`config.mk`:
```
export PLATFORM = sky130hd
export DESIGN_NAME = fetch_thread_sel
export DESIGN_NICKNAME = d
export VERILOG_FILES = /design/src/rtl/fts_pkg.sv /design/src/rtl/fts_elig_stage.sv /design/src/rtl/fts_rr_arb.sv /design/src/rtl/fts_pc_mux.sv /design/src/rtl/fetch_thread_sel.sv
export SDC_FILE = /design/constraint.sdc
export NUM_CORES = 1
export LEC_CHECK = 0
export ABC_CLOCK_PERIOD_IN_PS = 8550
export BUFFER_PORTS_ARGS = -buffer_cell sky130_fd_sc_hd__buf_4
export CORE_AREA = 5 5 160 162
export CTS_CLUSTER_SIZE = 8
export DETAILED_ROUTE_END_ITERATION = 12
export DIE_AREA = 0 0 165 167
export MAX_ROUTING_LAYER = met4
export PLACE_DENSITY = 0.57
export SETUP_SLACK_MARGIN = 0.3
export SYNTH_ARGS = -nofsm -noshare
export SYNTH_HDL_FRONTEND = slang
export SYNTH_SLANG_ARGS = --single-unit
export TNS_END_PERCENT = 10
```
`constraint.sdc`:
```
create_clock -name clk -period 8.55 [get_ports clk]
set_input_delay 1.2825 -clock clk [delete_from_list [all_inputs] [get_ports clk]]
set_output_delay 1.2825 -clock clk [all_outputs]
set_load 0.01 [all_outputs]
```
`src/rtl/fts_pkg.sv`:
```
package fts_pkg;

   typedef enum logic {
      SRC_PRED = 1'b0,
      SRC_CALC = 1'b1
   } pc_src_e;

   function automatic bit is_pow2(input int v);
      return (v > 0) && ((v & (v - 1)) == 0);
   endfunction

endpackage

```
`src/rtl/fts_elig_stage.sv`:
```
module fts_elig_stage #(
   parameter  int NT   = 8,
   parameter  int NC   = 2,
   localparam int CL_W = $clog2(NC)
) (
   input  logic                        clk,
   input  logic                        rst_n,
   input  logic                        unified_i,
   input  logic [NT-1:0]               thr_valid_i,
   input  logic [NT-1:0]               thr_miss_i,
   input  logic [NT*CL_W-1:0]          thr_cluster_i,
   output logic [NC-1:0][NT-1:0]       cand_o,
   output logic [NC-1:0]               flush_o,
   output logic                        uni_o
);

   logic [NT-1:0]            elig_q;
   logic [NT-1:0][CL_W-1:0]  clus_q;
   logic [NT-1:0][CL_W-1:0]  clus_d;
   logic                     uni_q;
   logic [NC-1:0]            flush_q;
   logic [NC-1:0]            flush_d;

   assign clus_d = thr_cluster_i;

   // restart lanes touched by a mode flip or a cluster move
   always_comb begin
      for (int c = 0; c < NC; c++) begin
         flush_d[c] = (unified_i != uni_q);
         for (int t = 0; t < NT; t++) begin
            if ((clus_d[t] != clus_q[t]) &&
                ((clus_q[t] == CL_W'(c)) || (clus_d[t] == CL_W'(c))))
               flush_d[c] = 1'b1;
         end
      end
   end

   always_ff @(posedge clk) begin
      if (!rst_n) begin
         elig_q  <= '0;
         clus_q  <= '0;
         uni_q   <= 1'b0;
         flush_q <= '0;
      end else begin
         elig_q  <= thr_valid_i & ~thr_miss_i;
         clus_q  <= clus_d;
         uni_q   <= unified_i;
         flush_q <= flush_d;
      end
   end

   // candidate mask per lane from the one-cycle-old snapshot
   always_comb begin
      for (int c = 0; c < NC; c++) begin
         for (int t = 0; t < NT; t++) begin
            cand_o[c][t] = elig_q[t] &
                           (uni_q ? (c == 0) : (clus_q[t] == CL_W'(c)));
         end
      end
   end

   assign flush_o = flush_q;
   assign uni_o   = uni_q;

endmodule

```
`src/rtl/fts_rr_arb.sv`:
```
module fts_rr_arb #(
   parameter  int NT    = 8,
   localparam int TID_W = $clog2(NT)
) (
   input  logic             clk,
   input  logic             rst_n,
   input  logic [NT-1:0]    cand_i,
   input  logic             flush_i,
   output logic             gnt_vld_o,
   output logic [TID_W-1:0] gnt_tid_o,
   output logic             calc_pc_o
);

   localparam logic [TID_W-1:0] LAST = TID_W'(NT - 1);

   logic [TID_W-1:0] ptr_q;
   logic [TID_W-1:0] ptr_eff;
   logic [TID_W-1:0] idx;
   logic [TID_W-1:0] pick;
   logic             found;
   logic             gv_q;
   logic [TID_W-1:0] gid_q;
   logic             src_q;

   always_comb begin
      ptr_eff = flush_i ? LAST : ptr_q;
      found   = 1'b0;
      pick    = '0;
      idx     = ptr_eff;
      for (int i = 1; i <= NT; i++) begin
         idx = ptr_eff + TID_W'(i);
         if (!found && cand_i[idx]) begin
            found = 1'b1;
            pick  = idx;
         end
      end
   end

   always_ff @(posedge clk) begin
      if (!rst_n) begin
         gv_q  <= 1'b0;
         gid_q <= '0;
         src_q <= 1'b0;
         ptr_q <= LAST;
      end else begin
         gv_q  <= found;
         src_q <= found & (flush_i | ~gv_q | (gid_q != pick));
         if (found) begin
            gid_q <= pick;
            ptr_q <= pick;
         end else if (flush_i) begin
            ptr_q <= LAST;
         end
      end
   end

   assign gnt_vld_o = gv_q;
   assign gnt_tid_o = gid_q;
   assign calc_pc_o = src_q;


   elig_only_chk: assert property (@(posedge clk) disable iff (!rst_n)
      gnt_vld_o |-> ((($past(cand_i) >> gnt_tid_o) & NT'(1)) != '0));


   idle_lane_chk: assert property (@(posedge clk) disable iff (!rst_n)
      (cand_i == '0) |=> !gnt_vld_o);


   repeat_pred_chk: assert property (@(posedge clk) disable iff (!rst_n)
      (gnt_vld_o && $past(gnt_vld_o) && (gnt_tid_o == $past(gnt_tid_o)) &&
       !$past(flush_i)) |-> !calc_pc_o);


   fresh_calc_chk: assert property (@(posedge clk) disable iff (!rst_n)
      (gnt_vld_o && !$past(gnt_vld_o)) |-> calc_pc_o);


   flush_calc_chk: assert property (@(posedge clk) disable iff (!rst_n)
      flush_i |=> (!gnt_vld_o || calc_pc_o));

endmodule

```
`src/rtl/fts_pc_mux.sv`:
```
module fts_pc_mux #(
   parameter  int NT    = 8,
   parameter  int PC_W  = 32,
   localparam int TID_W = $clog2(NT)
) (
   input  logic [TID_W-1:0] gnt_tid_i,
   input  logic             calc_sel_i,
   input  logic [NT*PC_W-1:0] thr_pc_i,
   input  logic [PC_W-1:0]  pred_pc_i,
   output logic [PC_W-1:0]  fetch_pc_o
);

   import fts_pkg::*;

   logic [NT-1:0][PC_W-1:0] pcs;
   pc_src_e                 src;

   assign pcs = thr_pc_i;
   assign src = pc_src_e'(calc_sel_i);

   always_comb begin
      unique case (src)
         SRC_CALC: fetch_pc_o = pcs[gnt_tid_i];
         default:  fetch_pc_o = pred_pc_i;
      endcase
   end

endmodule

```
`src/rtl/fetch_thread_sel.sv`:
```
module fetch_thread_sel #(
   parameter  int NT    = 8,
   parameter  int NC    = 2,
   parameter  int PC_W  = 32,
   localparam int TID_W = $clog2(NT),
   localparam int CL_W  = $clog2(NC)
) (
   input  logic                  clk,
   input  logic                  rst_n,
   input  logic                  unified_i,
   input  logic [NT-1:0]         thr_valid_i,
   input  logic [NT-1:0]         thr_miss_i,
   input  logic [NT*CL_W-1:0]    thr_cluster_i,
   input  logic [NT*PC_W-1:0]    thr_pc_i,
   input  logic [NC*PC_W-1:0]    pred_pc_i,
   output logic [NC-1:0]         gnt_vld_o,
   output logic [NC*TID_W-1:0]   gnt_tid_o,
   output logic [NC*PC_W-1:0]    fetch_pc_o,
   output logic [NC-1:0]         pc_calc_o
);

   if (!fts_pkg::is_pow2(NT) || NT < 2) begin : g_bad_nt
      $error("fetch_thread_sel: NT must be a power of two >= 2");
   end
   if (!fts_pkg::is_pow2(NC) || NC < 2 || NC > NT) begin : g_bad_nc
      $error("fetch_thread_sel: NC must be a power of two in 2..NT");
   end
   if (PC_W < 2) begin : g_bad_pc
      $error("fetch_thread_sel: PC_W too small");
   end

   logic [NC-1:0][NT-1:0] cand;
   logic [NC-1:0]         flush;
   logic                  uni_q;

   fts_elig_stage #(.NT(NT), .NC(NC)) u_stage (
      .clk           (clk),
      .rst_n         (rst_n),
      .unified_i     (unified_i),
      .thr_valid_i   (thr_valid_i),
      .thr_miss_i    (thr_miss_i),
      .thr_cluster_i (thr_cluster_i),
      .cand_o        (cand),
      .flush_o       (flush),
      .uni_o         (uni_q)
   );

   for (genvar c = 0; c < NC; c++) begin : g_lane
      logic [TID_W-1:0] tid;

      fts_rr_arb #(.NT(NT)) u_arb (
         .clk       (clk),
         .rst_n     (rst_n),
         .cand_i    (cand[c]),
         .flush_i   (flush[c]),
         .gnt_vld_o (gnt_vld_o[c]),
         .gnt_tid_o (tid),
         .calc_pc_o (pc_calc_o[c])
      );

      fts_pc_mux #(.NT(NT), .PC_W(PC_W)) u_mux (
         .gnt_tid_i  (tid),
         .calc_sel_i (pc_calc_o[c]),
         .thr_pc_i   (thr_pc_i),
         .pred_pc_i  (pred_pc_i[c*PC_W +: PC_W]),
         .fetch_pc_o (fetch_pc_o[c*PC_W +: PC_W])
      );

      assign gnt_tid_o[c*TID_W +: TID_W] = tid;
   end


   unified_lanes_chk: assert property (@(posedge clk) disable iff (!rst_n)
      uni_q |=> ((gnt_vld_o >> 1) == '0));


   reset_idle_chk: assert property (@(posedge clk)
      !rst_n |=> (gnt_vld_o == '0));

endmodule

```
==> metrics.txt, run 1 <==
# TYPE chip_impl_metric gauge
chip_impl_metric{name="finalCritPeriodShare",unit="%"} 50.27
chip_impl_info{name="synth.largest_area_cell",value="sky130_fd_sc_hd__mux4_2"} 1
chip_impl_metric{name="synth-edff-count",unit=""} 0
chip_impl_metric{name="power_per_cell_area",unit="nW/um2"} 231.7
chip_impl_metric{name="cts_hold_buf",unit=""} 0
chip_impl_metric{name="drt_pre_antenna_iters",unit=""} 5
chip_impl_metric{name="gate_count_of_the_mapped_netlist",unit=""} 753
chip_impl_metric{name="place.gp.congestion",unit=""} 0.9523
chip_impl_metric{name="worst-endpoint-arrival",unit="ns"} 3.02
chip_impl_metric{name="cts_num_sinks",unit=""} 34
chip_impl_metric{name="maxCapViolations",unit=""} 0
chip_impl_metric{name="synth_top_cell_area_share",unit="%"} 42.15
chip_impl_metric{name="slew_headroom",unit="%"} 31.80
chip_impl_metric{name="fmax",unit="MHz"} 232.7
chip_impl_metric{name="area.growth.synth_to_final",unit="%"} 46.83
chip_impl_metric{name="die_h",unit="um"} 167
chip_impl_metric{name="setup_viol",unit=""} 0
chip_impl_info{name="ctsRootBufferMaster",value="sky130_fd_sc_hd__clkbuf_16"} 1
chip_impl_info{name="sort_of_element_at_the_start_of_the_critical_path",value="register"} 1
chip_impl_metric{name="path_clk_slew",unit="ns"} 0.05
chip_impl_metric{name="cts_max_level",unit=""} 2
chip_impl_metric{name="leakagePower",unit="nW"} 4.324
chip_impl_metric{name="wire_length_of_the_first_global_routing_pass",unit="um"} 49740
chip_impl_info{name="layout_common_cells",value="426 x sky130_fd_sc_hd__buf_4, 139 x sky130_fd_sc_hd__mux4_2, 91 x sky130_fd_sc_hd__nor2_1, 77 x sky130_fd_sc_hd__a21oi_1, 72 x sky130_fd_sc_hd__mux2i_1"} 1
chip_impl_metric{name="peak_vdd_ir",unit="V"} 0.0001414
chip_impl_metric{name="ff2ff_setup_slack",unit="ns"} 4.28
chip_impl_metric{name="final_max_slew_viol_count",unit=""} 0
chip_impl_metric{name="grt_antenna_before_repair",unit=""} 9
chip_impl_metric{name="post_cts.repair.setup_buffers",unit=""} 0
chip_impl_metric{name="wire_per_inst",unit="um"} 23.97
chip_impl_metric{name="timing.clock.skew",unit="ns"} 0.002103
chip_impl_metric{name="worst-path-max-fanout",unit=""} 36
chip_impl_metric{name="ff_latch_area",unit="um2"} 700.7
chip_impl_info{name="top_signal_layer_used",value="met4"} 1
chip_impl_metric{name="mappedNetlistNets",unit=""} 1104
chip_impl_metric{name="rows",unit=""} 57
chip_impl_metric{name="die_x",unit="um"} 165
chip_impl_metric{name="drt_first_iter_violations",unit=""} 543
chip_impl_metric{name="post-place-cells",unit=""} 1434
chip_impl_metric{name="fp.dieArea",unit="um2"} 27560
chip_impl_metric{name="antenna_violating_nets_post_route",unit=""} 0
chip_impl_info{name="cts_tree",value="built"} 1
chip_impl_metric{name="worst-r2r-cell-count",unit=""} 13
chip_impl_metric{name="wl_met2",unit="um"} 17590
chip_impl_metric{name="initial_utilization",unit="%"} 30.99
chip_impl_metric{name="final_layout_size_suffix_gt1_share",unit="%"} 54.65
chip_impl_metric{name="finish.net_count",unit=""} 1468
chip_impl_metric{name="async_flop_share",unit="%"} 0
chip_impl_metric{name="met3_length",unit="um"} 3013
chip_impl_metric{name="ctsResizeCount",unit=""} 0
chip_impl_metric{name="yosys_register_bits",unit=""} 34
chip_impl_metric{name="globalRouteOverflowTotal",unit=""} 0
chip_impl_metric{name="via_count",unit=""} 8183
chip_impl_metric{name="power.sequential.fraction",unit="%"} 16.6
chip_impl_info{name="synth.area.top_cells",value="sky130_fd_sc_hd__mux4_2 42%, sky130_fd_sc_hd__mux2i_1 9.7%, sky130_fd_sc_hd__dfxtp_1 9.2%, sky130_fd_sc_hd__a21oi_1 5.2%, sky130_fd_sc_hd__nor2_1 4.6%"} 1
chip_impl_metric{name="remaining_drc_errors",unit=""} 0
chip_impl_metric{name="cellInternalPower",unit="W"} 0.001372
chip_impl_metric{name="syn_avg_cell_area",unit="um2"} 9.863
chip_impl_metric{name="cp.required",unit="ns"} 7.27
chip_impl_metric{name="setup-tns-final",unit="ns"} 0
chip_impl_metric{name="synth.lib_cells_used.distinct",unit=""} 79
chip_impl_metric{name="nFillCells",unit=""} 2375
chip_impl_metric{name="worst_skew_pair.late_latency",unit="ns"} 0.27
chip_impl_metric{name="yosysWarningCount",unit=""} 0
chip_impl_metric{name="dp_hpwl",unit="um"} 28640
chip_impl_metric{name="worst-slew-pin-transition",unit="ns"} 1.023
chip_impl_metric{name="final_util",unit="%"} 45.51
chip_impl_info{name="crit_path_top_delay_cell",value="sky130_fd_sc_hd__dfxtp_4"} 1
chip_impl_metric{name="final_cells",unit=""} 1451
chip_impl_metric{name="vias_in_the_first_global_route",unit=""} 8040
chip_impl_info{name="timing.rr.start",value="u_stage.flush_o[0]"} 1
chip_impl_info{name="hold_path.class",value="reg2reg"} 1
chip_impl_metric{name="tritoncts.num_buffers",unit=""} 5
chip_impl_metric{name="grtUsageTotal",unit="%"} 24.32
chip_impl_info{name="layout_commonest_cell",value="sky130_fd_sc_hd__buf_4"} 1
chip_impl_metric{name="swShare",unit="%"} 45.70
chip_impl_info{name="rsz0062_at_grt",value="no"} 1
chip_impl_metric{name="numPortBuffers",unit=""} 420
chip_impl_metric{name="detail_route.vias_per_cell",unit=""} 5.640
chip_impl_metric{name="yosysSeqAreaShare",unit="%"} 9.164
chip_impl_metric{name="max-clock-path-buffers",unit=""} 2
chip_impl_metric{name="timing.critical_path.slowest_cell_delay",unit="ns"} 0.76
chip_impl_metric{name="design_power_total",unit="W"} 0.002526
chip_impl_info{name="worst_setup_path_end_kind",value="primary output"} 1
chip_impl_info{name="crit_path_cell_trace",value="buf_4 -> mux4_2 -> mux2i_1 -> a21oi_1 -> buf_4"} 1
chip_impl_metric{name="hold_violations",unit=""} 0
chip_impl_metric{name="min_period",unit="ns"} 4.298
chip_impl_metric{name="placement.setup.worst_slack",unit="ns"} 4.351
chip_impl_metric{name="finalWirelength",unit="um"} 34780
chip_impl_info{name="cp_common_cell",value="sky130_fd_sc_hd__buf_4"} 1
chip_impl_metric{name="synth.cell_area",unit="um2"} 7427
chip_impl_info{name="ys.flop_type",value="sky130_fd_sc_hd__dfxtp_1"} 1
chip_impl_metric{name="wirelength_met1",unit="um"} 13240
chip_impl_info{name="cp-endpoint",value="fetch_pc_o[60]"} 1
chip_impl_metric{name="p_comb_share",unit="%"} 76.4
chip_impl_info{name="critical_path.reg2reg.endpoint",value="g_lane[1].u_arb.calc_pc_o"} 1
chip_impl_info{name="critPathKind",value="reg2out"} 1
chip_impl_metric{name="multi_input_gate_area",unit="um2"} 6377
chip_impl_metric{name="power.share.clock",unit="%"} 7.1
chip_impl_info{name="status",value="complete, no violations"} 1
chip_impl_metric{name="grt_start_max_net_pins",unit=""} 68
chip_impl_metric{name="core_area",unit="um2"} 23960
chip_impl_metric{name="p_switching",unit="W"} 0.001155
chip_impl_metric{name="layout_setup_ws",unit="ns"} 4.252
chip_impl_info{name="critical_path.startpoint",value="g_lane[1].u_arb.gnt_tid_o[0]"} 1
chip_impl_metric{name="pin_count",unit=""} 421
metal layers:
metal  up-vias  GRT usage, %
li1       3740             -
met1      4024         29.39
met2       375         40.55
met3        44         5.487
met4         0         7.016
met5         -             -
worst min path at each step:
| stage | startpoint | slack (ns) | endpoint | cells past startpoint |
|---|---|---|---|---|
| floorplan | g_lane[0].u_arb.gnt_vld_o | 0.49 | g_lane[0].u_arb.calc_pc_o | 2 |
| global placement | g_lane[0].u_arb.gnt_tid_o[2] | 0.54 | g_lane[0].u_arb.gnt_tid_o[2] | 2 |
| detailed placement | g_lane[0].u_arb.gnt_tid_o[2] | 0.54 | g_lane[0].u_arb.gnt_tid_o[2] | 2 |
| CTS | g_lane[0].u_arb.gnt_tid_o[2] | 0.55 | g_lane[0].u_arb.gnt_tid_o[2] | 2 |
| global route | g_lane[0].u_arb.gnt_tid_o[2] | 0.57 | g_lane[0].u_arb.gnt_tid_o[2] | 2 |
| finish | g_lane[0].u_arb.gnt_tid_o[2] | 0.55 | g_lane[0].u_arb.gnt_tid_o[2] | 2 |
synth_stat cells (6+ instances only):
cell / count
sky130_fd_sc_hd__mux4_2: 139
sky130_fd_sc_hd__nor2_1: 91
sky130_fd_sc_hd__a21oi_1: 77
sky130_fd_sc_hd__mux2i_1: 72
sky130_fd_sc_hd__nand2_1: 46
sky130_fd_sc_hd__dfxtp_1: 34
sky130_fd_sc_hd__clkbuf_1: 33
sky130_fd_sc_hd__buf_1: 21
sky130_fd_sc_hd__and2_1: 18
sky130_fd_sc_hd__nand3_1: 14
sky130_fd_sc_hd__xnor2_1: 14
sky130_fd_sc_hd__nand2b_1: 11
sky130_fd_sc_hd__nor3b_1: 10
sky130_fd_sc_hd__inv_1: 9
sky130_fd_sc_hd__o21ai_0: 9
sky130_fd_sc_hd__nand3b_1: 8
sky130_fd_sc_hd__nand4_1: 8
sky130_fd_sc_hd__o211ai_1: 8
sky130_fd_sc_hd__xor2_1: 7
sky130_fd_sc_hd__buf_2: 6
sky130_fd_sc_hd__nor2_2: 6
sky130_fd_sc_hd__nor3_1: 6
power groups by stage:
stage / clock network, W / registers, W / logic (W)
after CTS: 0.000182 / 0.000425 / 0.00194
final: 0.000179 / 0.000419 / 0.00193
after floorplan: 0 / 0.000223 / 0.00146
after global routing: 0.000189 / 0.000445 / 0.00207
after detailed placement: 0 / 0.000426 / 0.00193
after global placement: 0 / 0.000432 / 0.00193
cell type report:
| type | count | share of cell area [%] |
|---|---|---|
| clock buffer | 7 | 1.308 |
| timing repair buffer | 426 | 29.33 |
| clock inverter | 1 | 0.04589 |
| antenna | 9 | 0.2065 |
| sequential | 34 | 6.425 |
| tap | 324 | 3.717 |
| multi-input combinational | 637 | 58.48 |
| inverter | 13 | 0.4933 |
stage by stage:
stage / cell area (um2) / hold WS (ns)
after global routing: 10910 / 0.5682
after global placement: 10740 / 0.5366
after CTS: 10880 / 0.5461
final: 10910 / 0.5460
after detailed placement: 10740 / 0.5365
after floorplan: 7427 / 0.4863
registers in the layout, summed over array words and instances, names as in the netlist:
signal / cells
g_lane.u_arb.calc_pc_o: 2
g_lane.u_arb.gnt_tid_o: 6
g_lane.u_arb.gnt_vld_o: 2
g_lane.u_arb.ptr_q: 6
u_stage.clus_q: 8
u_stage.elig_q: 8
u_stage.flush_o: 1
u_stage.uni_o: 1
critical path, delay by kind of cell (launching register included):
kind / cells / cell delay (ns)
multiplexers: 2 / 0.90
AO/OA/AOI/OAI: 1 / 0.16
buffers and inverters: 2 / 0.85
flip-flops: 1 / 0.76
kinds of logic (layout without fill, tap and decap cells):
| logic type | count (synthesis) | in the layout | synth area share, % |
|---|---|---|---|
| xor gates and xnor gates | 22 | 22 | 2.696 |
| and+or+nand+nor | 250 | 250 | 17.08 |
| muxes | 217 | 217 | 52.95 |
| buffers and inverters | 82 | 447 | 4.970 |
| DFF | 34 | 34 | 9.164 |
| adders and majority gates | 4 | 4 | 0.6739 |
| other | 0 | 9 | 0 |
| AOI/OAI and AO/OA | 144 | 144 | 12.47 |
No activity file was read; power rests on OpenSTA's default activity.
==> inputs of run 2 (changes only) <==
Settings changed: ABC_AREA from default to 1, ABC_CLOCK_PERIOD_IN_PS 8550 to 3900, CORE_AREA 5 5 160 162 to 5 5 162 164, DIE_AREA 0 0 165 167 to 0 0 167 169, PLACE_DENSITY 0.57 to 0.61.
Clock period 8.55 ns to 3.9 ns, I/O delays scaled along.
==> metrics.txt, run 2 <==
# TYPE chip_impl_metric gauge
chip_impl_metric{name="hold_path_depth",unit=""} 2
chip_impl_metric{name="grtUsageMet3",unit="%"} 4.998
chip_impl_metric{name="leakagePower",unit="nW"} 5.801
chip_impl_metric{name="core_area",unit="um2"} 24750
chip_impl_metric{name="setup_viol",unit=""} 0
chip_impl_metric{name="timing.clock.skew",unit="ns"} 0.005698
chip_impl_metric{name="cts_num_sinks",unit=""} 34
chip_impl_info{name="critPathKind",value="reg2reg"} 1
chip_impl_metric{name="ctsResizeCount",unit=""} 0
chip_impl_metric{name="p_comb_share",unit="%"} 82.6
chip_impl_info{name="sort_of_element_at_the_start_of_the_critical_path",value="register"} 1
chip_impl_info{name="synth.largest_area_cell",value="sky130_fd_sc_hd__o21ai_0"} 1
chip_impl_metric{name="hold_violations",unit=""} 0
chip_impl_metric{name="synth.cell_area",unit="um2"} 8085
chip_impl_info{name="layout_commonest_cell",value="sky130_fd_sc_hd__buf_4"} 1
chip_impl_info{name="hold_path.class",value="in2reg"} 1
chip_impl_metric{name="die_x",unit="um"} 167
chip_impl_metric{name="cts_hold_buf",unit=""} 0
chip_impl_info{name="status",value="complete, no violations"} 1
chip_impl_info{name="critical_path.reg2reg.endpoint",value="g_lane[0].u_arb.calc_pc_o"} 1
chip_impl_metric{name="wire_length_of_the_first_global_routing_pass",unit="um"} 62030
chip_impl_metric{name="power.sequential.fraction",unit="%"} 11.8
chip_impl_metric{name="place.gp.congestion",unit=""} 0.9166
chip_impl_metric{name="mappedNetlistNets",unit=""} 1874
chip_impl_metric{name="finalCritPeriodShare",unit="%"} 80.25
chip_impl_metric{name="path_clk_slew",unit="ns"} 0.05
chip_impl_metric{name="yosys_register_bits",unit=""} 34
chip_impl_metric{name="worst-endpoint-arrival",unit="ns"} 3.30
chip_impl_info{name="timing.rr.start",value="u_stage.flush_o[0]"} 1
chip_impl_metric{name="yosysWarningCount",unit=""} 0
chip_impl_info{name="rsz0062_at_grt",value="no"} 1
chip_impl_metric{name="placement.setup.worst_slack",unit="ns"} 0.7600
chip_impl_metric{name="groute.layer.met2.usage",unit="%"} 45.83
chip_impl_metric{name="pin_count",unit=""} 421
chip_impl_info{name="hold-path-endpoint",value="u_stage.elig_q[7]"} 1
chip_impl_info{name="synth.area.top_cells",value="sky130_fd_sc_hd__o21ai_0 23%, sky130_fd_sc_hd__inv_1 11%, sky130_fd_sc_hd__a21oi_1 11%, sky130_fd_sc_hd__nand2_1 9.1%, sky130_fd_sc_hd__dfxtp_1 8.4%"} 1
chip_impl_metric{name="maxCapViolations",unit=""} 0
chip_impl_metric{name="wire_per_inst",unit="um"} 19.21
chip_impl_metric{name="global_route.usage.met1",unit="%"} 34.77
chip_impl_metric{name="fmax",unit="MHz"} 319.5
chip_impl_metric{name="worst_hold_slack_after_final_layout",unit="ns"} 0.4618
chip_impl_info{name="busiest_layer",value="met2"} 1
chip_impl_metric{name="finish.net_count",unit=""} 2195
chip_impl_info{name="holdCritStartpoint",value="thr_miss_i[7]"} 1
chip_impl_metric{name="synth_top_cell_area_share",unit="%"} 23.27
chip_impl_metric{name="post_cts.repair.setup_buffers",unit=""} 0
chip_impl_metric{name="slew_headroom",unit="%"} 31.53
chip_impl_metric{name="grt_start_max_net_pins",unit=""} 196
chip_impl_metric{name="final_max_slew_viol_count",unit=""} 0
chip_impl_metric{name="grt_antenna_before_repair",unit=""} 10
chip_impl_info{name="synth_most_common_cell",value="sky130_fd_sc_hd__o21ai_0"} 1
chip_impl_metric{name="yosysSeqAreaShare",unit="%"} 8.418
chip_impl_metric{name="setup-tns-final",unit="ns"} 0
chip_impl_metric{name="vias_in_the_first_global_route",unit=""} 10836
chip_impl_metric{name="finalWirelength",unit="um"} 41960
chip_impl_metric{name="power_per_cell_area",unit="nW/um2"} 571.1
chip_impl_metric{name="max-clock-path-buffers",unit=""} 2
chip_impl_info{name="cts_tree",value="built"} 1
chip_impl_metric{name="area.growth.synth_to_final",unit="%"} 41.35
chip_impl_metric{name="finish.instance_area",unit="um2"} 11430
chip_impl_info{name="worst_setup_path_end_kind",value="register"} 1
chip_impl_metric{name="layout_setup_ws",unit="ns"} 0.7704
chip_impl_metric{name="die_h",unit="um"} 169
chip_impl_metric{name="globalRouteOverflowTotal",unit=""} 0
chip_impl_metric{name="rows",unit=""} 58
chip_impl_metric{name="peak_vdd_ir",unit="V"} 0.0004013
chip_impl_metric{name="async_flop_share",unit="%"} 0
chip_impl_metric{name="cp.required",unit="ns"} 4.07
chip_impl_metric{name="numPortBuffers",unit=""} 420
chip_impl_metric{name="drt_first_iter_violations",unit=""} 1211
chip_impl_metric{name="min_period",unit="ns"} 3.130
chip_impl_metric{name="worst-slew-pin-transition",unit="ns"} 1.025
chip_impl_metric{name="synth-edff-count",unit=""} 0
chip_impl_metric{name="gate_count_of_the_mapped_netlist",unit=""} 1523
chip_impl_metric{name="final_layout_size_suffix_gt1_share",unit="%"} 27.64
chip_impl_metric{name="final_util",unit="%"} 46.18
chip_impl_metric{name="cellInternalPower",unit="W"} 0.002757
chip_impl_metric{name="worst-r2r-cell-count",unit=""} 18
chip_impl_metric{name="via_count",unit=""} 11781
chip_impl_info{name="ys.flop_type",value="sky130_fd_sc_hd__dfxtp_1"} 1
chip_impl_metric{name="ff2ff_setup_slack",unit="ns"} 0.77
chip_impl_metric{name="power.share.clock",unit="%"} 5.6
chip_impl_metric{name="antenna_violating_nets_post_route",unit=""} 0
chip_impl_info{name="layout_common_cells",value="436 x sky130_fd_sc_hd__buf_4, 376 x sky130_fd_sc_hd__o21ai_0, 236 x sky130_fd_sc_hd__inv_1, 195 x sky130_fd_sc_hd__nand2_1, 177 x sky130_fd_sc_hd__a21oi_1"} 1
chip_impl_metric{name="swShare",unit="%"} 57.76
chip_impl_metric{name="cts_max_level",unit=""} 2
chip_impl_metric{name="drt_pre_antenna_iters",unit=""} 5
chip_impl_metric{name="detail_route.vias_per_cell",unit=""} 5.392
chip_impl_info{name="largestRegisters",value="u_stage.clus_q (8), u_stage.elig_q (8)"} 1
chip_impl_metric{name="grtUsageTotal",unit="%"} 27.94
chip_impl_metric{name="initial_utilization",unit="%"} 32.67
chip_impl_metric{name="p_switching",unit="W"} 0.003770
chip_impl_info{name="synth.cells.most_frequent",value="376 x sky130_fd_sc_hd__o21ai_0, 238 x sky130_fd_sc_hd__inv_1, 195 x sky130_fd_sc_hd__nand2_1"} 1
chip_impl_info{name="ctsRootBufferMaster",value="sky130_fd_sc_hd__clkbuf_16"} 1
chip_impl_metric{name="synth.lib_cells_used.distinct",unit=""} 47
chip_impl_metric{name="post_dp_cell_area",unit="um2"} 11270
chip_impl_metric{name="dp_hpwl",unit="um"} 31830
chip_impl_metric{name="worst-path-max-fanout",unit=""} 11
chip_impl_metric{name="fp.dieArea",unit="um2"} 28220
chip_impl_metric{name="tritoncts.num_buffers",unit=""} 5
chip_impl_metric{name="syn_avg_cell_area",unit="um2"} 5.309
chip_impl_metric{name="worst_skew_pair.late_latency",unit="ns"} 0.27
chip_impl_metric{name="remaining_drc_errors",unit=""} 0
[run 2: worst max-delay path, stage by stage (launching register included)]
cell and delay [ns]:
sky130_fd_sc_hd__dfxtp_1 0.81, sky130_fd_sc_hd__buf_4 0.30, sky130_fd_sc_hd__inv_8 0.05, sky130_fd_sc_hd__nand2_4 0.13
sky130_fd_sc_hd__ha_1 0.22, sky130_fd_sc_hd__xnor2_2 0.16, sky130_fd_sc_hd__inv_1 0.11, sky130_fd_sc_hd__nand3_2 0.13
sky130_fd_sc_hd__nand2_4 0.08, sky130_fd_sc_hd__nor2_8 0.13, sky130_fd_sc_hd__nand4_2 0.12, sky130_fd_sc_hd__nor2_4 0.18
sky130_fd_sc_hd__nand3_1 0.09, sky130_fd_sc_hd__nand3b_1 0.13, sky130_fd_sc_hd__nand2_2 0.08, sky130_fd_sc_hd__nand2_1 0.06
sky130_fd_sc_hd__nand3_1 0.08, sky130_fd_sc_hd__nor2_1 0.11, sky130_fd_sc_hd__nor2_1 0.04
[run 2: cell families (layout without fill, tap and decap cells)]
| family | after synthesis | in the layout | synth area share [%] |
|---|---|---|---|
| xor+xnor | 13 | 13 | 1.594 |
| compound gates | 643 | 643 | 43.53 |
| flops | 34 | 34 | 8.418 |
| mux | 8 | 8 | 0.9904 |
| fa+ha+maj | 4 | 4 | 0.6190 |
| other cells | 0 | 10 | 0 |
| buf+inv | 372 | 694 | 18.77 |
| simple gates | 449 | 449 | 26.08 |
[run 2: final cells by class]
class                           instances  area [um2]
Fill cell                            2700       13320
Antenna cell                           10       25.02
Multi-Input combinational cell       1117        5887
Sequential cell                        34       696.9
Timing Repair Buffer                  439        3333
Tap cell                              330       412.9
Clock buffer                            8       136.4
Inverter                              247       937.1
[run 2: power groups by stage]
stage	combinational, W	sequential, W	clock (W)
final	0.00539	0.000768	0.000368
after global routing	0.00596	0.000791	0.000397
after CTS	0.00537	0.000766	0.000378
after detailed placement	0.00536	0.000770	0
after global placement	0.00534	0.000772	0
after floorplan	0.00365	0.000509	0
[run 2: through the flow]
stage,std cells,power (W)
detailed placement,2167,0.006128
global route,2185,0.007146
floorplan,1523,0.004160
CTS,2175,0.006518
global placement,2167,0.006115
finish,2185,0.006527
[run 2: worst max-delay path by stage]
stage | slack (ns) | to | depth (start not counted) | start
3_3_place_gp | 0.82 | g_lane[0].u_arb.calc_pc_o | 20 | u_stage.flush_o[0]
4_1_cts | 0.75 | g_lane[0].u_arb.calc_pc_o | 18 | u_stage.flush_o[0]
5_1_grt | 0.42 | g_lane[1].u_arb.calc_pc_o | 18 | u_stage.flush_o[0]
6_report | 0.77 | g_lane[0].u_arb.calc_pc_o | 18 | u_stage.flush_o[0]
2_1_floorplan | 1.37 | fetch_pc_o[55] | 9 | g_lane[1].u_arb.gnt_tid_o[0]
3_5_place_dp | 0.76 | g_lane[0].u_arb.calc_pc_o | 18 | u_stage.flush_o[0]
[run 2: metal layers]
layer / share of wire [%] / vias up
li1: - / 5812
met1: 42 / 5324
met2: 48 / 575
met3: 7.5 / 70
met4: 2.5 / 0
met5: 0 / -
